--- config.mk ---
export PLATFORM = sky130hd
export DESIGN_NAME = tag_cmd_rx
export DESIGN_NICKNAME = d
export VERILOG_FILES = /design/src/rtl/tag_rx_pkg.sv /design/src/rtl/rx_start_qual.sv /design/src/rtl/rx_half_pair.sv /design/src/rtl/rx_cmd_fsm.sv /design/src/rtl/tag_cmd_rx.sv
export SDC_FILE = /design/constraint.sdc
export NUM_CORES = 1
export LEC_CHECK = 0
export BUFFER_PORTS_ARGS = -buffer_cell sky130_fd_sc_hd__buf_2
export CORE_UTILIZATION = 55
export CTS_CLUSTER_SIZE = 25
export DETAILED_ROUTE_END_ITERATION = 7
export PLACE_DENSITY = 0.79
export SYNTH_ARGS = -nofsm -noshare
export SYNTH_HDL_FRONTEND = slang
export SYNTH_HIERARCHICAL = 1
export SYNTH_SLANG_ARGS = --single-unit
export TNS_END_PERCENT = 100
--- constraint.sdc ---
create_clock -name clk -period 2.6 [get_ports clk]
set_input_delay 0.26 -clock clk [delete_from_list [all_inputs] [get_ports clk]]
set_output_delay 0.26 -clock clk [all_outputs]
set_load 0.05 [all_outputs]
--- src/rtl/tag_rx_pkg.sv ---
package tag_rx_pkg;

  typedef enum logic [2:0] {
    RX_IDLE,
    RX_MARK,
    RX_CMD,
    RX_DECIDE,
    RX_DATA
  } rx_state_e;

  // Two half-bit samples -> {violation, bit}
  function automatic logic [1:0] manch_decode(input logic first_h, input logic second_h);
    logic viol;
    viol = (first_h == second_h);
    return {viol, second_h};
  endfunction

  // True when the number of ones over code, word and parity is even
  function automatic logic parity_even(input logic [5:0] code, input logic [31:0] word,
                                       input logic pbit);
    return ~(^{code, word, pbit});
  endfunction

endpackage

--- src/rtl/rx_start_qual.sv ---
module rx_start_qual #(
  parameter int WIN_W  = 3,
  parameter int WIN_LO = 1,
  parameter int WIN_HI = 6
) (
  input  logic             idle,
  input  logic             half_tick,
  input  logic             mod_in,
  input  logic             win_active,
  input  logic [WIN_W-1:0] win_idx,
  output logic             start_hit
);
  logic in_span;

  always_comb begin
    in_span   = (win_idx >= WIN_W'(WIN_LO)) && (win_idx <= WIN_W'(WIN_HI));
    start_hit = idle && half_tick && mod_in && win_active && in_span;
  end
endmodule

--- src/rtl/rx_half_pair.sv ---
module rx_half_pair
  import tag_rx_pkg::*;
(
  input  logic clk,
  input  logic rst_n,
  input  logic en,
  input  logic preload,
  input  logic half_tick,
  input  logic mod_in,
  output logic sym_stb,
  output logic sym_bit,
  output logic sym_viol
);
  logic phase;
  logic first_h;
  logic [1:0] dec;

  always_ff @(posedge clk or negedge rst_n) begin
    if (!rst_n) begin
      phase   <= 1'b0;
      first_h <= 1'b0;
    end else if (preload) begin
      // start half already seen: modulation in the first half
      phase   <= 1'b1;
      first_h <= 1'b1;
    end else if (!en) begin
      phase   <= 1'b0;
    end else if (half_tick) begin
      if (!phase) first_h <= mod_in;
      phase <= ~phase;
    end
  end

  always_comb begin
    dec      = manch_decode(first_h, mod_in);
    sym_stb  = en && half_tick && phase;
    sym_viol = dec[1];
    sym_bit  = dec[0];
  end
endmodule

--- src/rtl/rx_cmd_fsm.sv ---
module rx_cmd_fsm
  import tag_rx_pkg::*;
#(
  parameter int CMD_W  = 6,
  parameter int DATA_W = 32
) (
  input  logic              clk,
  input  logic              rst_n,
  input  logic              start_hit,
  input  logic              sym_stb,
  input  logic              sym_bit,
  input  logic              sym_viol,
  input  logic              has_data,
  output logic              busy,
  output logic              cmd_valid,
  output logic              abort,
  output logic [CMD_W-1:0]  cmd_code,
  output logic [DATA_W-1:0] cmd_data
);
  localparam int CNT_W = $clog2(DATA_W + 1);

  rx_state_e        state;
  logic [CNT_W-1:0] cnt;
  logic             last_cmd;
  logic             last_data;
  logic             par_ok;

  always_comb begin
    busy      = (state != RX_IDLE);
    last_cmd  = (cnt == CNT_W'(CMD_W - 1));
    last_data = (cnt == CNT_W'(DATA_W));
    par_ok    = parity_even(cmd_code, cmd_data, sym_bit);
  end

  always_ff @(posedge clk or negedge rst_n) begin
    if (!rst_n) begin
      state     <= RX_IDLE;
      cnt       <= '0;
      cmd_valid <= 1'b0;
      abort     <= 1'b0;
      cmd_code  <= '0;
      cmd_data  <= '0;
    end else begin
      cmd_valid <= 1'b0;
      abort     <= 1'b0;
      case (state)
        RX_IDLE: if (start_hit) begin
          state    <= RX_MARK;
          cnt      <= '0;
          cmd_code <= '0;
          cmd_data <= '0;
        end
        RX_MARK: if (sym_stb) begin
          if (sym_viol || sym_bit) begin
            abort <= 1'b1;
            state <= RX_IDLE;
          end else begin
            state <= RX_CMD;
          end
        end
        RX_CMD: if (sym_stb) begin
          if (sym_viol) begin
            abort <= 1'b1;
            state <= RX_IDLE;
          end else begin
            cmd_code <= {cmd_code[CMD_W-2:0], sym_bit};
            if (last_cmd) begin
              cnt   <= '0;
              state <= RX_DECIDE;
            end else begin
              cnt <= cnt + 1'b1;
            end
          end
        end
        RX_DECIDE: begin
          if (has_data) begin
            state <= RX_DATA;
          end else begin
            cmd_valid <= 1'b1;
            state     <= RX_IDLE;
          end
        end
        RX_DATA: if (sym_stb) begin
          if (sym_viol) begin
            abort <= 1'b1;
            state <= RX_IDLE;
          end else if (last_data) begin
            cmd_valid <= par_ok;
            abort     <= ~par_ok;
            state     <= RX_IDLE;
          end else begin
            cmd_data <= {cmd_data[DATA_W-2:0], sym_bit};
            cnt      <= cnt + 1'b1;
          end
        end
        default: state <= RX_IDLE;
      endcase
    end
  end

  AST_ODD_PARITY_ABORTS: assert property (@(posedge clk) disable iff (!rst_n)
    (state == RX_DATA && sym_stb && !sym_viol && last_data && !par_ok) |=> (abort && !cmd_valid));

  AST_CODE_HELD_AT_DECIDE: assert property (@(posedge clk) disable iff (!rst_n)
    (state == RX_DECIDE) |=> $stable(cmd_code));
endmodule

--- src/rtl/tag_cmd_rx.sv ---
module tag_cmd_rx #(
  parameter int CMD_W  = 6,
  parameter int DATA_W = 32,
  parameter int WIN_W  = 3,
  parameter int WIN_LO = 1,
  parameter int WIN_HI = 6
) (
  input  logic              clk,
  input  logic              rst_n,
  input  logic              mod_in,
  input  logic              half_tick,
  input  logic              win_active,
  input  logic [WIN_W-1:0]  win_idx,
  input  logic              has_data,
  output logic              busy,
  output logic              cmd_valid,
  output logic              abort,
  output logic [CMD_W-1:0]  cmd_code,
  output logic [DATA_W-1:0] cmd_data
);
  logic start_hit;
  logic sym_stb;
  logic sym_bit;
  logic sym_viol;

  rx_start_qual #(.WIN_W(WIN_W), .WIN_LO(WIN_LO), .WIN_HI(WIN_HI)) u_qual (
    .idle       (~busy),
    .half_tick  (half_tick),
    .mod_in     (mod_in),
    .win_active (win_active),
    .win_idx    (win_idx),
    .start_hit  (start_hit)
  );

  rx_half_pair u_pair (
    .clk       (clk),
    .rst_n     (rst_n),
    .en        (busy),
    .preload   (start_hit),
    .half_tick (half_tick),
    .mod_in    (mod_in),
    .sym_stb   (sym_stb),
    .sym_bit   (sym_bit),
    .sym_viol  (sym_viol)
  );

  rx_cmd_fsm #(.CMD_W(CMD_W), .DATA_W(DATA_W)) u_fsm (
    .clk       (clk),
    .rst_n     (rst_n),
    .start_hit (start_hit),
    .sym_stb   (sym_stb),
    .sym_bit   (sym_bit),
    .sym_viol  (sym_viol),
    .has_data  (has_data),
    .busy      (busy),
    .cmd_valid (cmd_valid),
    .abort     (abort),
    .cmd_code  (cmd_code),
    .cmd_data  (cmd_data)
  );

  AST_NO_START_OUT_OF_WINDOW: assert property (@(posedge clk) disable iff (!rst_n)
    (!busy && half_tick && mod_in && !win_active) |=> !busy);

  AST_MASKED_EDGES: assert property (@(posedge clk) disable iff (!rst_n)
    (!busy && half_tick && (win_idx == '0 || win_idx == '1)) |=> !busy);

  AST_VIOLATION_ABORTS: assert property (@(posedge clk) disable iff (!rst_n)
    (sym_stb && sym_viol) |=> (abort && !cmd_valid));

  AST_ONE_OUTCOME: assert property (@(posedge clk) disable iff (!rst_n)
    !(cmd_valid && abort));

  AST_VALID_PULSE: assert property (@(posedge clk) disable iff (!rst_n)
    cmd_valid |=> !cmd_valid);

  AST_BUSY_CLOSES: assert property (@(posedge clk) disable iff (!rst_n)
    $fell(busy) |-> (cmd_valid || abort));

  AST_OUTCOME_IDLE: assert property (@(posedge clk) disable iff (!rst_n)
    (cmd_valid || abort) |-> !busy);
endmodule

### After elaboration in Yosys (flattened, before gate mapping)

Index checks and enable logic that the tools add are counted.

| word-level totals | value |
|---|---|
| output and inout bits | 41 |
| bits in registers | 51 |

| operators by class | value |
|---|---|
| equality and inequality tests | 18 |
| add/sub/neg operators | 1 |
| mux-type cells | 47 |
| reduce and logical (&&, ||, !) cells | 21 |
| $lt $le $gt $ge | 2 |
| bitwise operators | 3 |

Operators by type and width:

| kind | number |
|---|---|
| $mux 32 | 4 |
| $pmux 32 s2 | 1 |
| $mux 6 | 9 |
| $reduce_xor 39->1 | 1 |
| $mux 3 | 9 |
| $mux 1 | 18 |
| $pmux 6 s3 | 1 |
| $ne 2x2->1 const B | 8 |
| $pmux 3 s5 | 1 |
| $pmux 6 s2 | 1 |
| $reduce_bool 2->1 | 4 |
| $logic_and 1x1->1 | 7 |
| $reduce_and 7->1 | 1 |
| $add 6x1->6 const B | 1 |
| $eq 3x2->1 const B | 2 |
| $eq 6x3->1 const B | 1 |
| $eq 6x6->1 const B | 1 |
| $ne 3x1->1 const B | 2 |
| $reduce_and 6->1 | 1 |
| $reduce_bool 3->1 | 2 |
| $reduce_and 5->1 | 1 |
| $reduce_and 4->1 | 1 |
| $eq 3x1->1 const B | 1 |
| $eq 3x3->1 const B | 1 |
| 11 further kinds | 13 |

### Depth between registers and ports, before layout

| logic depth | value |
|---|---|
| depth in word-level cells | 8 |
| gate-level depth with buffers | 11 |
| mapped depth without buffers | 10 |

### Hierarchy

Netlist, hierarchy kept.

Modules (own cells, without submodules):

| module | cells each | seq. area each (µm²) | area each (µm²) | times used |
|---|---|---|---|---|
| rx_cmd_fsm | 294 | 1226.2 | 2626.3 | 1 |
| rx_half_pair | 11 | 50.0 | 115.1 | 1 |
| rx_start_qual | 4 | 0.0 | 32.5 | 1 |
| tag_cmd_rx | 1 | 0.0 | 3.8 | 1 |

### Least setup slack after synthesis

OpenSTA, ideal clock, no wires.

| timing path | value |
|---|---|
| path kind | register to register |
| start | register u_fsm.state[2] |
| end | register u_fsm.cnt[5] |
| clock period less this slack | 2621 ps |
| arrival | 2526 ps |
| path slack | -21 ps |
| cell stages (with the launch flop) | 11 |
| data required time | 2505 ps |
| cell sequence | dfrtp_1 -> buf_2 -> or3_1 -> inv_1 -> nand4_1 -> nor3_2 -> a2bb2oi_1 -> o32ai_1 -> nand2b_1 -> or2_1 -> o31ai_1 |

| between the ends | value |
|---|---|
| word-level cells in the longest chain between the ends | 8 |

RTL lines:

| item | RTL line | source |
|---|---|---|
| start, declared | rx_cmd_fsm.sv:22 | `rx_state_e state;` |
| start signal, assigned | rx_cmd_fsm.sv:37 | `state <= RX_IDLE;` |
| start signal, assigned | rx_cmd_fsm.sv:48 | `state <= RX_MARK;` |
| start signal, assigned | rx_cmd_fsm.sv:56 | `state <= RX_IDLE;` |
| $reduce_bool 3->1 | rx_cmd_fsm.sv:29 | `busy = (state != RX_IDLE);` |
| via busy | tag_cmd_rx.sv:15 | `output logic busy,` |
| $not 1->1 | tag_cmd_rx.sv:27 | `.idle (~busy),` |
| $logic_and 1x1->1 (4 in a row) | rx_start_qual.sv:17 | `start_hit = idle && half_tick && mod_in && win_active && in_span;` |
| via start_hit | tag_cmd_rx.sv:21 | `logic start_hit;` |
| $ne 2x2->1 (no line) | - |  |
| $reduce_and 7->1 (no line) | - |  |
| end signal, assigned | rx_cmd_fsm.sv:71 | `cnt <= cnt + 1'b1;` |
| end signal, assigned | rx_cmd_fsm.sv:93 | `cnt <= cnt + 1'b1;` |
| end, declared | rx_cmd_fsm.sv:23 | `logic [CNT_W-1:0] cnt;` |

The timed path passes the listed nets, and every way through them passes these cells.
A chain may end at the register's enable or synchronous reset.

### Worst setup path after layout

| timing path | value |
|---|---|
| start | register u_fsm.state[1] |
| end | register u_fsm.cnt[5] |

| between the ends | value |
|---|---|
| word-level cells in the longest chain between the ends | 8 |

RTL lines:

| item | RTL line |
|---|---|
| $reduce_bool 3->1 | rx_cmd_fsm.sv:29 |
| $not 1->1 | tag_cmd_rx.sv:27 |
| $logic_and 1x1->1 (4 in a row) | rx_start_qual.sv:17 |
| via start_hit | tag_cmd_rx.sv:21 |
| $ne 2x2->1 (no line) | - |
| $reduce_and 7->1 (no line) | - |

The timed path passes the listed nets, and every way through them passes these cells.

==> results.tsv <==
stage	metric	value	unit
clock_tree	Num CTS Buffers	5	
placement	I/O Buffers	49	
timing	final count of negative-setup-slack endpoints	0	
power_and_ir_drop	Cell Pwr Density	719	nW/µm²
layout	area occupied by multi-input gates	1410	µm²
timing	max_slew headroom	54.0	%
global_route	largest net degree at the start of global routing	65	
clock_tree	Sink Count	51	
floorplanning	num rows	25	
worst_setup_path	R2R Path Start	u_fsm/state[1]$_DFFE_PN0P_	
power_and_ir_drop	proportion of power drawn by combinational gates	36.3	%
min_path	Min-Delay Path Class	in2reg	
timing	setup TNS	0	ps
yosys	Yosys cell types	52	
worst_setup_path	CP Launch Type	register	
yosys	async set-reset flop share out of synthesis	100	%
layout	ratio of cells with drive above 1 in the final layout	20.9	%
route	drt total wl	5.71	mm
power_and_ir_drop	Internal	0.00146	W
floorplanning	full die area	5340	µm²
timing	RSZ-0062 raised after global routing	no	
route	DRC	0	
clock_tree	H-tree depth	2	
global_route	first-pass GRT wire length	9.56	mm
power_and_ir_drop	register share of total power	38.6	%
global_route	vias in the first global route	2068	
worst_setup_path	CP Class	reg2reg	
route	detailed-route via count	2255	
clock_tree	CTS root buffer	clkbuf_8	
worst_setup_path	critical path endpoint category	register	
timing	Tightest Pin Transition	685	ps
worst_setup_path	Worst Path Required	2820	ps
route	First DRT Iteration DRCs	100	
layout	antenna diode count	0	
layout	Area Overhead vs Synth	16.4	%
clock_tree	Worst-path clk slew	90	ps
run	max cap viols	0	
timing	fin crit share	88.4	%
route	Final ANT Viol Nets	0	
route	post-detailed-route via-to-cell ratio	5.29	
layout	most frequent cells in the layout	86 x nand2_1, 51 x dfrtp_1, 49 x buf_2, 33 x o21ai_0, 30 x xnor2_1	
clock_tree	CTS max path bufs	2	
yosys	Seq cells post-synth	51	
floorplanning	IO Count	50	
timing	fmax	435	MHz
power_and_ir_drop	Sw Ratio	37.1	%
layout	filler cell count	394	
min_path	hold path startpoint	has_data	
floorplanning	Initial Utilization	58.0	%
layout	Reg area	1280	µm²
yosys	predominant post-synthesis flop cell	dfrtp_1	
floorplanning	Core ar.	4790	µm²
clock_tree	PostCTS Resize Cnt	0	
yosys	EDFF count, synth	0	
timing	final-report max-slew violation count	0	
yosys	post-synthesis cell area	2780	µm²
clock_tree	Skew-Pair Late Insertion Delay	320	ps
power_and_ir_drop	Lkg Pwr	1.47	nW
power_and_ir_drop	part of the power in the clock network	25.1	%
floorplanning	Die X	73.1	µm
power_and_ir_drop	Final Power	0.00233	W
global_route	GRT Overall Usage	23.7	%
global_route	GR Overflow Total	0	
run_status	status	completed	
route	TritonRoute pass-1 iters	4	
power_and_ir_drop	Peak VDD IR	0.423	mV
yosys	Mean Syn Cell Area	8.96	µm²
floorplanning	Vert. Die Dim	73.1	µm
timing	Final min period	2300	ps
clock_tree	CTS tree	done	
yosys	Cells after Synth	310	
layout	most common library cell in the layout ignoring fill and taps	nand2_1	
worst_setup_path	Critical path origin	u_fsm/state[1]$_DFFE_PN0P_	
placement	post-DP HPWL	4.09	mm
yosys	Post-Syn Nets	322	
yosys	Ys Warns	6	
global_route	initial antenna violation count	0	
yosys	post-synthesis sequential area ratio	45.9	%
timing	Worst Skew	8.67	ps
layout	nets	370	
timing	Final Hold Fails	0	
worst_setup_path	CP max FO	6	
worst_setup_path	CP Data Arrival Time	2520	ps
route	WL/cell	13.4	µm
power_and_ir_drop	sw power	0.000864	W
placement	GP Congestion	0.827	
-- power by group through the flow --
| stage | Combinational (W) | Clock, W | Sequential [W] |
|---|---|---|---|
| finish | 0.000844 | 0.000583 | 0.000898 |
| detailed placement | 0.000842 | 0 | 0.000913 |
| global placement | 0.000825 | 0 | 0.000911 |
| floorplan | 0.000620 | 0 | 0.000957 |
| global route | 0.000929 | 0.000633 | 0.000908 |
| CTS | 0.000843 | 0.000601 | 0.000898 |
-- logic make-up (layout without fill, tap and decap cells) --
logic type	Yosys count	count (layout)	synth area share, %
AOI/OAI and AO/OA	67	67	14.1
buffers and inverters	22	71	3.47
and+or+nand+nor	125	125	20.7
adders and majority gates	3	3	1.35
muxes	2	2	0.766
xor gates and xnor gates	40	40	13.7
DFF	51	51	45.9
-- registers in the layout, summed over array words and instances (netlist names) --
register	cells
u_pair/first_h	1
u_fsm/state	3
u_fsm/abort	1
u_fsm/cmd_data	32
u_fsm/cnt	6
u_fsm/cmd_valid	1
u_pair/phase	1
u_fsm/cmd_code	6
-- worst max-delay path, cell delays in order (launching register included) --
cell and delay [ps]:
dfrtp_1 380, or3_4 420, inv_1 70, nand4_1 100, nor3_2 340, a2bb2oi_1 120, o32ai_1 140, nand2b_1 100
or2_1 300, o31ai_1 250
-- worst paths after layout --
| kind | endpoint | slack (ps) | cells after the start |
|---|---|---|---|
| max | u_fsm/cnt[5]$_DFFE_PN0P_ | 300 | 9 |
| min | u_fsm/cmd_valid$_DFF_PN0_ | 160 | 2 |
| max reg2reg | u_fsm/cnt[5]$_DFFE_PN0P_ | 300 | 9 |
| min reg2reg | u_fsm/cnt[5]$_DFFE_PN0P_ | 550 | 1 |
| max in group asynchronous | u_fsm/cmd_data[6]$_DFFE_PN0P_ | 1620 | 3 |
| min in group asynchronous | u_fsm/cnt[3]$_DFFE_PN0P_ | 380 | 2 |
-- synthesized netlist by cell type, drive strengths merged, types with 4 or more instances --
| master | number | share of area [%] |
|---|---|---|
| nor2 | 9 | 1.2 |
| clkbuf | 11 | 1.5 |
| nand2b | 4 | 0.90 |
| buf | 5 | 1.2 |
| xnor2 | 32 | 11 |
| o21ai | 47 | 8.5 |
| nand2 | 86 | 12 |
| xor2 | 7 | 2.2 |
| inv | 6 | 0.81 |
| dfrtp | 51 | 46 |
-- final cells by class --
type | instances | share of cell area [%]
Clock buffer | 6 | 2.55
Clock inverter | 2 | 1.20
Inverter | 6 | 0.696
Multi-Input combinational cell | 237 | 43.6
Sequential cell | 51 | 39.5
Tap cell | 67 | 2.59
Timing Repair Buffer | 57 | 9.90
-- stage by stage --
step	cell area (µm²)	hold WS, ps	cells	worst slack [ps]	utilization, %
after floorplan	2780	-35.6	310	156	-
after global placement	3100	199	417	379	64.8
after detailed placement	3100	195	417	313	64.8
after CTS	3230	147	426	299	67.6
after global routing	3230	154	426	103	67.6
final	3230	158	426	302	67.6
-- timing repair --
action	CTS	global route
setup buffers	0	0
hold endpoints to repair	14	0
hold buffers	1	0
-- layer usage --
layer	global-route usage, %	vias to the layer above	routed length (µm)
met5	0	-	0
met4	8.71	0	89
met3	5.52	8	210
met2	38.3	46	2730
met1	31.0	1071	2670
li1	-	1130	-
Power figures use the tool's default switching activity.
